## src/rtl/disp_win_pkg.sv

```systemverilog
package disp_win_pkg;
   localparam logic [7:0] OP_COLRNG = 8'h21;
   localparam logic [7:0] OP_PGRNG  = 8'h22;
   localparam logic [7:0] OP_PGSEL  = 8'hB0;
   localparam logic [7:0] OP_COLLO  = 8'h00;
   localparam logic [7:0] OP_COLHI  = 8'h10;

   typedef enum logic [2:0] {
      ST_IDLE,
      ST_COLW,
      ST_PGW,
      ST_POS,
      ST_DATA
   } seq_st_t;

   typedef struct packed {
      logic [7:0] lo;
      logic [7:0] hi;
   } span_t;
endpackage

```

## src/rtl/disp_win_cache.sv

```systemverilog
module disp_win_cache
   import disp_win_pkg::*;
#(
   parameter int NENT = 2
) (
   input  logic                  clk,
   input  logic                  rst_n,
   input  span_t    [NENT-1:0]   span_in,
   input  logic     [NENT-1:0]   upd,
   output logic     [NENT-1:0]   hit
);
   for (genvar g = 0; g < NENT; g++) begin : g_ent
      span_t held;
      logic  vld;
      always_ff @(posedge clk or negedge rst_n) begin
         if (!rst_n) begin
            held <= '0;
            vld  <= 1'b0;
         end else if (upd[g]) begin
            held <= span_in[g];
            vld  <= 1'b1;
         end
      end
      assign hit[g] = vld && (held == span_in[g]);
   end
endmodule

```

## src/rtl/disp_win_fsm.sv

```systemverilog
module disp_win_fsm
   import disp_win_pkg::*;
#(
   parameter int LEN_W       = 8,
   parameter int PGN_W       = 4,
   parameter bit PAGE_ONLY   = 1'b0,
   parameter int COL_OFFSET  = 0,
   parameter int PAGE_OFFSET = 1
) (
   input  logic             clk,
   input  logic             rst_n,
   input  logic             req_valid,
   output logic             req_ready,
   input  logic [7:0]       req_col,
   input  logic [LEN_W-1:0] req_width,
   input  logic [7:0]       req_page,
   input  logic [PGN_W-1:0] req_pages,
   input  logic             req_pmode,
   input  logic [7:0]       px_data,
   input  logic             px_valid,
   output logic             px_ready,
   output logic [7:0]       out_byte,
   output logic             out_is_cmd,
   output logic             out_valid,
   input  logic             out_ready,
   output logic             done,
   output span_t            col_span,
   output span_t            pg_span,
   output logic             col_upd,
   output logic             pg_upd,
   input  logic             col_hit,
   input  logic             pg_hit
);
   localparam logic [7:0] COL_OFS8 = 8'(COL_OFFSET);
   localparam logic [7:0] PG_OFS8  = 8'(PAGE_OFFSET);

   seq_st_t          st;
   logic [1:0]       sub;
   span_t            col_q, pg_q;
   logic [LEN_W-1:0] wid_q, ccnt;
   logic [PGN_W-1:0] npg_q, pcnt;
   logic             pm_q;

   logic [7:0] col_lo_n, pg_lo_n, pg_cur;
   logic       pm_sel, hs, last_col, last_pg;

   assign pm_sel   = req_pmode | PAGE_ONLY;
   assign col_lo_n = COL_OFS8 + req_col;
   assign pg_lo_n  = PG_OFS8 + req_page;
   assign pg_cur   = pg_q.lo + 8'(pcnt);
   assign hs       = out_valid && out_ready;
   assign last_col = (ccnt == wid_q - LEN_W'(1));
   assign last_pg  = (pcnt == npg_q - PGN_W'(1));
   assign req_ready = (st == ST_IDLE);
   assign col_span  = col_q;
   assign pg_span   = pg_q;

   always_comb begin
      out_valid  = 1'b0;
      out_is_cmd = 1'b1;
      out_byte   = '0;
      px_ready   = 1'b0;
      col_upd    = 1'b0;
      pg_upd     = 1'b0;
      unique case (st)
         ST_COLW: begin
            out_valid = !col_hit;
            out_byte  = (sub == 2'd0) ? OP_COLRNG : (sub == 2'd1) ? col_q.lo : col_q.hi;
            col_upd   = hs && (sub == 2'd2);
         end
         ST_PGW: begin
            out_valid = !pg_hit;
            out_byte  = (sub == 2'd0) ? OP_PGRNG : (sub == 2'd1) ? pg_q.lo : pg_q.hi;
            pg_upd    = hs && (sub == 2'd2);
         end
         ST_POS: begin
            out_valid = 1'b1;
            out_byte  = (sub == 2'd0) ? (OP_PGSEL | {5'd0, pg_cur[2:0]}) :
                        (sub == 2'd1) ? (OP_COLLO | {4'd0, col_q.lo[3:0]}) :
                                        (OP_COLHI | {4'd0, col_q.lo[7:4]});
         end
         ST_DATA: begin
            out_valid  = px_valid;
            out_is_cmd = 1'b0;
            out_byte   = px_data;
            px_ready   = out_ready;
         end
         default: ;
      endcase
   end

   always_ff @(posedge clk or negedge rst_n) begin
      if (!rst_n) begin
         st    <= ST_IDLE;
         sub   <= '0;
         col_q <= '0;
         pg_q  <= '0;
         wid_q <= '0;
         npg_q <= '0;
         ccnt  <= '0;
         pcnt  <= '0;
         pm_q  <= 1'b0;
         done  <= 1'b0;
      end else begin
         done <= 1'b0;
         unique case (st)
            ST_IDLE: if (req_valid) begin
               col_q.lo <= col_lo_n;
               col_q.hi <= col_lo_n + 8'(req_width) - 8'd1;
               pg_q.lo  <= pg_lo_n;
               pg_q.hi  <= pg_lo_n + 8'(req_pages) - 8'd1;
               wid_q    <= req_width;
               npg_q    <= req_pages;
               pm_q     <= pm_sel;
               sub      <= '0;
               ccnt     <= '0;
               pcnt     <= '0;
               st       <= pm_sel ? ST_POS : ST_COLW;
            end
            ST_COLW: begin
               if (col_hit) begin
                  sub <= '0;
                  st  <= ST_PGW;
               end else if (hs) begin
                  if (sub == 2'd2) begin
                     sub <= '0;
                     st  <= ST_PGW;
                  end else sub <= sub + 2'd1;
               end
            end
            ST_PGW: begin
               if (pg_hit) begin
                  sub <= '0;
                  st  <= ST_DATA;
               end else if (hs) begin
                  if (sub == 2'd2) begin
                     sub <= '0;
                     st  <= ST_DATA;
                  end else sub <= sub + 2'd1;
               end
            end
            ST_POS: if (hs) begin
               if (sub == 2'd2) begin
                  sub <= '0;
                  st  <= ST_DATA;
               end else sub <= sub + 2'd1;
            end
            ST_DATA: if (hs) begin
               if (last_col) begin
                  ccnt <= '0;
                  if (last_pg) begin
                     done <= 1'b1;
                     st   <= ST_IDLE;
                  end else begin
                     pcnt <= pcnt + PGN_W'(1);
                     st   <= pm_q ? ST_POS : ST_DATA;
                  end
               end else ccnt <= ccnt + LEN_W'(1);
            end
            default: st <= ST_IDLE;
         endcase
      end
   end
endmodule

```

## src/rtl/disp_win_seq.sv

```systemverilog
module disp_win_seq
   import disp_win_pkg::*;
#(
   parameter int LEN_W       = 8,
   parameter int PGN_W       = 4,
   parameter bit PAGE_ONLY   = 1'b0,
   parameter int COL_OFFSET  = 0,
   parameter int PAGE_OFFSET = 1
) (
   input  logic             clk,
   input  logic             rst_n,
   input  logic             req_valid,
   output logic             req_ready,
   input  logic [7:0]       req_col,
   input  logic [LEN_W-1:0] req_width,
   input  logic [7:0]       req_page,
   input  logic [PGN_W-1:0] req_pages,
   input  logic             req_pmode,
   input  logic [7:0]       px_data,
   input  logic             px_valid,
   output logic             px_ready,
   output logic [7:0]       out_byte,
   output logic             out_is_cmd,
   output logic             out_valid,
   input  logic             out_ready,
   output logic             done
);
   if (LEN_W < 1 || LEN_W > 8) begin : g_bad_len
      $error("LEN_W must be 1..8");
   end
   if (PGN_W < 1 || PGN_W > 8) begin : g_bad_pgn
      $error("PGN_W must be 1..8");
   end
   if (COL_OFFSET < 0 || COL_OFFSET > 255 || PAGE_OFFSET < 0 || PAGE_OFFSET > 255) begin : g_bad_ofs
      $error("offsets must fit in a byte");
   end

   span_t       col_span, pg_span;
   logic        col_upd, pg_upd;
   logic [1:0]  hit;

   disp_win_fsm #(
      .LEN_W(LEN_W), .PGN_W(PGN_W), .PAGE_ONLY(PAGE_ONLY),
      .COL_OFFSET(COL_OFFSET), .PAGE_OFFSET(PAGE_OFFSET)
   ) u_fsm (
      .clk(clk), .rst_n(rst_n),
      .req_valid(req_valid), .req_ready(req_ready),
      .req_col(req_col), .req_width(req_width),
      .req_page(req_page), .req_pages(req_pages), .req_pmode(req_pmode),
      .px_data(px_data), .px_valid(px_valid), .px_ready(px_ready),
      .out_byte(out_byte), .out_is_cmd(out_is_cmd),
      .out_valid(out_valid), .out_ready(out_ready), .done(done),
      .col_span(col_span), .pg_span(pg_span),
      .col_upd(col_upd), .pg_upd(pg_upd),
      .col_hit(hit[0]), .pg_hit(hit[1])
   );

   disp_win_cache #(.NENT(2)) u_cache (
      .clk(clk), .rst_n(rst_n),
      .span_in({pg_span, col_span}),
      .upd({pg_upd, col_upd}),
      .hit(hit)
   );
endmodule

```

## config.mk

```make
export PLATFORM = sky130hd
export DESIGN_NAME = disp_win_seq
export DESIGN_NICKNAME = d
export VERILOG_FILES = /design/src/rtl/disp_win_pkg.sv /design/src/rtl/disp_win_cache.sv /design/src/rtl/disp_win_fsm.sv /design/src/rtl/disp_win_seq.sv
export SDC_FILE = /design/constraint.sdc
export NUM_CORES = 1
export LEC_CHECK = 0
export BUFFER_PORTS_ARGS = -buffer_cell sky130_fd_sc_hd__buf_2
export CAP_MARGIN = 0
export CORE_MARGIN = 5
export CORE_UTILIZATION = 45
export DETAILED_ROUTE_END_ITERATION = 6
export PLACE_DENSITY = 0.71
export SYNTH_ARGS = -nofsm -noshare
export SYNTH_HDL_FRONTEND = slang
export SYNTH_SLANG_ARGS = --single-unit
```

## constraint.sdc

```tcl
create_clock -name clk -period 7.55 [get_ports clk]
set_clock_uncertainty 0.05 [all_clocks]
set_input_delay 0.3775 -clock clk [delete_from_list [all_inputs] [get_ports clk]]
set_output_delay 0.3775 -clock clk [all_outputs]
set_load 0.02 [all_outputs]
```

* After elaboration in Yosys (flattened, before gate mapping)
Cells that the tools add are included.
** Operators by class
- Multiplexer cells :: 44
- $add $sub $neg :: 11
- Reduce and logical (&&, ||, !) cells :: 15
- Equal/unequal tests :: 16
** Operators with widths (count)
- 2-to-1 mux 8 bit :: 8
- 2-to-1 mux 3 bit :: 11
- == test 16 bit :: 2
- case mux 8 bit (4 select lines) :: 1
- subtractor 8 x 1 -> 8 bit (second input constant) :: 3
- 2-to-1 mux 4 bit :: 4
- case mux 8 bit (2 select lines) :: 1
- case mux 3 bit (5 select lines) :: 1
- 2-to-1 mux 2 bit :: 6
- AND reduction 5 bit :: 2
- adder 1 x 8 -> 8 bit (first input constant) :: 1
- adder 8 x 1 -> 8 bit (second input constant) :: 1
- adder 8 x 4 -> 8 bit :: 1
- adder 8 bit :: 1
- == test 8 bit :: 1
- 2-to-1 mux 1 bit :: 8
- case mux 2 bit (4 select lines) :: 1
- case mux 4 bit (2 select lines) :: 1
- == test 3 x 2 -> 1 bit (second input constant) :: 2
- != test 3 x 1 -> 1 bit (second input constant) :: 2
- 2-to-1 mux 5 bit :: 1
- adder 4 x 1 -> 4 bit (second input constant) :: 1
- == test 4 bit :: 1
- logical AND 1 bit :: 4
- 17 further kinds :: 21
** Storage, ports and cells
- Flip-flop bits (word level) :: 97
- Output and inout bits :: 13
- Word-level logic and storage cells :: 104
- Input port bits :: 42

* Logic depth before layout (Yosys ltp)
- Depth in word-level cells :: 8
- Depth in mapped cells :: 13
- Gate-level depth less buffers :: 13

* Cells and area by module
From an unflattened synthesis, not the netlist that was laid out.
** Unflattened totals
- Cells, all modules :: 629
- Area, all modules :: 5875.6 µm²
** By module, submodules not included
- disp_win_fsm :: sequential area each 1576.5 µm², times used 1, cells each 513, area an instance 4269.1 µm²
- disp_win_cache :: sequential area each 850.8 µm², times used 1, cells each 116, area an instance 1606.5 µm²

* Worst setup path after synthesis
Ideal clock, no wire load.
- Path kind :: in2reg
- Start :: input port req_page[0]
- End :: register u_fsm.pg_q (netlist bit u_fsm.pg_span[7])
- Data required time :: 7.405 ns
- Stages on the path :: 13
- Path slack :: 5.014 ns
- Data arrival time :: 2.391 ns
- Cell sequence :: ha_1 > inv_1 > ha_1 > inv_1 > ha_1 > inv_1 > fa_1 > nor2b_1 > o21ai_0 > a21boi_0 > o21ai_0 > and3_1 > o31ai_1
** On the way
- Word-level cells in the longest chain between the ends :: 3
** RTL lines
- from (decl) :: RTL line disp_win_seq.sv:16 : input logic [7:0] req_page,
- adder 1 x 8 -> 8 bit :: RTL line disp_win_fsm.sv:49 : assign pg_lo_n = PG_OFS8 + req_page;
- adder 8 x 4 -> 8 bit :: RTL line disp_win_fsm.sv:111 : pg_q.hi <= pg_lo_n + 8'(req_pages) - 8'd1;
- subtractor 8 x 1 -> 8 bit :: RTL line disp_win_fsm.sv:111
- to (decl) :: RTL line disp_win_fsm.sv:39 : span_t col_q, pg_q;
Every way passes these cells.
A chain may end at the register's enable or synchronous reset.

* Final worst setup path
- Start :: register u_fsm.sub[1]
- End :: output port out_byte[4]
** On the way
- Word-level cells in the longest chain between the ends :: 4
- Elaborated cells between the ends (all ways) :: 9
- Classes of those cells :: 1 x eq/ne; 7 x mux; 1 x reduce/logical
** RTL lines
- from (decl) :: RTL line disp_win_fsm.sv:38 : logic [1:0] sub;
- from (signal assigned) :: RTL line disp_win_fsm.sv:128 : end else sub <= sub + 2'd1;
- from (signal assigned) :: RTL line disp_win_fsm.sv:139 : end else sub <= sub + 2'd1;
- from (signal assigned) :: RTL line disp_win_fsm.sv:146 : end else sub <= sub + 2'd1;
- == test 2 x 1 -> 1 bit :: RTL line disp_win_fsm.sv:68, disp_win_fsm.sv:73, disp_win_fsm.sv:79
- 2-to-1 mux 5 bit, or another cell as far along :: RTL line disp_win_fsm.sv:79 : (sub == 2'd1) ? (OP_COLLO | {4'd0, col_q.lo[3:0]}) :
- 2-to-1 mux 8 bit, on equally long branches :: RTL line disp_win_fsm.sv:78, disp_win_fsm.sv:68, disp_win_fsm.sv:73
- case mux 8 bit (4 select lines) (*) :: RTL line disp_win_fsm.sv:65 : unique case (st)
- to (decl) :: RTL line disp_win_seq.sv:22 : output logic [7:0] out_byte,
Every way passes the cells marked *; elsewhere a longest branch is shown, timed or not.

==> impl_metrics.toml <==
[status]
status = "finished with violations"
violations = "negative hold slack"

[die]
die_height_um = 126
rows = 42
start_util = 0.459
die-area_mm2 = 0.0159
num_io_pins = 55
die_w_um = 126
core-area_mm2 = 0.0132

[clocking]
cts_buffers = 9
clockBufferDepth = 2
worstSkewPairLatency_ps = 340
h-tree-depth = 3
clock_sinks = 97
cts_setup_buffers = 0
hold_buffers = 0
cts.repair.resized = 0
cts_root_buf = "clkbuf_16"
cts_tree = "done"
clk_pin_slew_worst_paths_ps = 70

[layout]
ff_latch_area_mm2 = 0.00243
final_cells = 870
area_delta_synth_final_pct = 12.0
nFillCells = 1260
drive_above_1_share = 0.157
diodes = 0
fin_util = 0.514
multi_input_area_mm2 = 0.00328
nets = 763

[routing]
first_iter_violations = 448
drc_errors = 0
vias_per_cell = 5.50
antenna_left = 0
wl_um = 14600
wl_per_cell_um = 16.7
vias = 4786
first_pass_iters = 5

[sta]
max_clock_freq_ghz = 0.308
setup_viol = 0
tightestPinTransition_ps = 1180
holdWs_ps = -12.4
rsz0062_at_grt = "no"
period_share = 0.430
layout_setup_ws_ps = 4300
fin_tns_setup_ps = 0
min_period_ps = 3250
max_slew_margin = 0.214
final_hold_viol_count = 20
drv_slew = 0

[placement]
hpwl_um = 11100
dp.cells = 854
gp_congestion = 0.908
post-place-ws_ps = 4480
io_buffers = 54

[worst_hold_path]
hp-class = "in -> async"

[yosys]
ys.flop_type = "dfrtp_1"
yosysWarningCount = 0
ys_seq_area_frac = 0.399
mappedNetlistNets = 722
synth.avg_cell_area_um2 = 9.39
synth_seq_cells = 97
synth_async_sr_flop_share = 1.00
ys_types = 66
synth_edf_count = 0
netlist_instances = 648
syn_area_mm2 = 0.00608

[worst_setup_path]
critPathArrivalTime_ps = 2820
rr_worst_depth = 5
critPathLaunchType = "flop"
crit_path_max_fanout = 36
critPathKind = "reg -> out"
critPathCaptureType = "output pin"
crit_required_ps = 7120

[global_routing]
grt_pass1_vias = 4782
grt.overflow.total = 0
grt_use_total = 0.187
grt_pass1_wl_um = 24000
antenna_found_initial = 0
grt_max_degree = 93

[power]
power_mw = 2.53
powerDensity_mw_per_mm2 = 371
peakVddDrop_uv = 141
p_leak_nw = 3.34

[flow_run]
cap_violations = 0
-- area by class of cell --
class,instances,share of cell area
Multi-Input combinational cell,456,0.482
Sequential cell,97,0.356
Timing Repair Buffer,57,0.0434
Inverter,68,0.0375
Clock buffer,10,0.0351
Tap cell,176,0.0323
Clock inverter,6,0.0132
-- worst max-delay path: stages (launching register included) --
cell,delay (ps)
dfrtp_1,990
inv_1,360
nand2_1,230
nor3b_1,70
a221o_1,280
a22oi_1,250
o21ai_0,120
buf_2,180
-- Yosys cell counts (5+ instances only) --
| master | count | area share |
|---|---|---|
| and3_1 | 9 | 0.0093 |
| nor4_1 | 5 | 0.0051 |
| nor3_1 | 13 | 0.011 |
| nand2b_1 | 6 | 0.0062 |
| mux2_2 | 12 | 0.022 |
| o21ai_1 | 5 | 0.0041 |
| nand4_1 | 7 | 0.0072 |
| mux2_4 | 9 | 0.022 |
| o31ai_1 | 6 | 0.0074 |
| nand3_1 | 16 | 0.013 |
| a22oi_1 | 6 | 0.0074 |
| mux2_1 | 16 | 0.030 |
| nor2b_1 | 7 | 0.0072 |
| nor2_1 | 8 | 0.0049 |
| xnor2_1 | 15 | 0.022 |
| inv_1 | 68 | 0.042 |
| xor2_1 | 48 | 0.069 |
| a21oi_1 | 9 | 0.0074 |
| buf_2 | 5 | 0.0041 |
| o211ai_1 | 6 | 0.0074 |
| nand2_1 | 92 | 0.057 |
| a31oi_1 | 6 | 0.0062 |
| dfrtp_1 | 97 | 0.40 |
| o21ai_0 | 65 | 0.053 |
| a21o_1 | 5 | 0.0062 |
| clkbuf_1 | 18 | 0.011 |
| ha_1 | 29 | 0.060 |
-- path summary, 6_finish.rpt --
path                                                             end  slack (ps)                              from
worst max register to register  u_cache.g_ent[1].held[9]$_DFFE_PN0P_        4430           u_fsm.st[1]$_DFFE_PN0P_
worst min-delay path                      u_fsm.wid_q[2]$_DFFE_PN0P_         -10                             rst_n
max in group asynchronous                  u_fsm.ccnt[7]$_DFFE_PN0P_        6370                             rst_n
worst min register to register      u_cache.g_ent[1].vld$_DFFE_PN0P_         420  u_cache.g_ent[1].vld$_DFFE_PN0P_
worst max-delay path                                     out_byte[4]        4300          u_fsm.sub[1]$_DFFE_PN0P_
min in group clk                      u_fsm.col_span[15]$_DFFE_PN0P_         250                        req_col[7]
-- where the power goes --
| group | switching [mW] | internal (mW) |
|---|---|---|
| Combinational | 0.555 | 0.448 |
| Sequential | 0.304 | 0.720 |
| Clock | 0.200 | 0.301 |
| Total | 1.06 | 1.47 |
-- cells in the final DEF, fill, tap and decap left out, types with 13 or more instances in the layout --
master    n
xnor2_1  15
xor2_1   48
o21ai_0  65
nand3_1  16
mux2_1   16
nor3_1   13
ha_1     29
inv_1    68
buf_2    53
dfrtp_1  97
nand2_1  91
-- flip-flops by register name (all words and copies together) (netlist names) --
signal and count:
u_fsm.done 1, u_fsm.sub 2, u_fsm.pg_span 16, u_cache.g_ent.held 32, u_fsm.col_span 16, u_fsm.pm_q 1, u_fsm.st 3, u_fsm.pcnt 4
u_fsm.ccnt 8, u_fsm.wid_q 8, u_cache.g_ent.vld 2, u_fsm.npg_q 4
-- metal layers --
metal | up-vias | wire, um | track usage
met5 | - | 0 | 0
met4 | 0 | 386 | 0.0713
met3 | 19 | 734 | 0.0258
met2 | 130 | 6820 | 0.302
met1 | 2316 | 6620 | 0.256
li1 | 2321 | - | -
-- kinds of logic (layout without fill, tap and decap cells) --
logic type	Yosys count	count (layout)	synth area share
buf+inv	95	141	0.0615
mux	40	40	0.0790
xor+xnor	63	63	0.0907
flops	97	97	0.399
fa+ha+maj	32	32	0.0695
compound gates	139	139	0.150
simple gates	182	182	0.150
-- metrics by stage --
step / hold WS [ps] / area [um2]
6_report: -12.4 / 6810
5_1_grt: 38.2 / 6810
4_1_cts: 7.92 / 6810
3_5_place_dp: 374 / 6480
3_3_place_gp: 371 / 6480
2_1_floorplan: 31.9 / 6080
(Power assumes the default switching activity.)
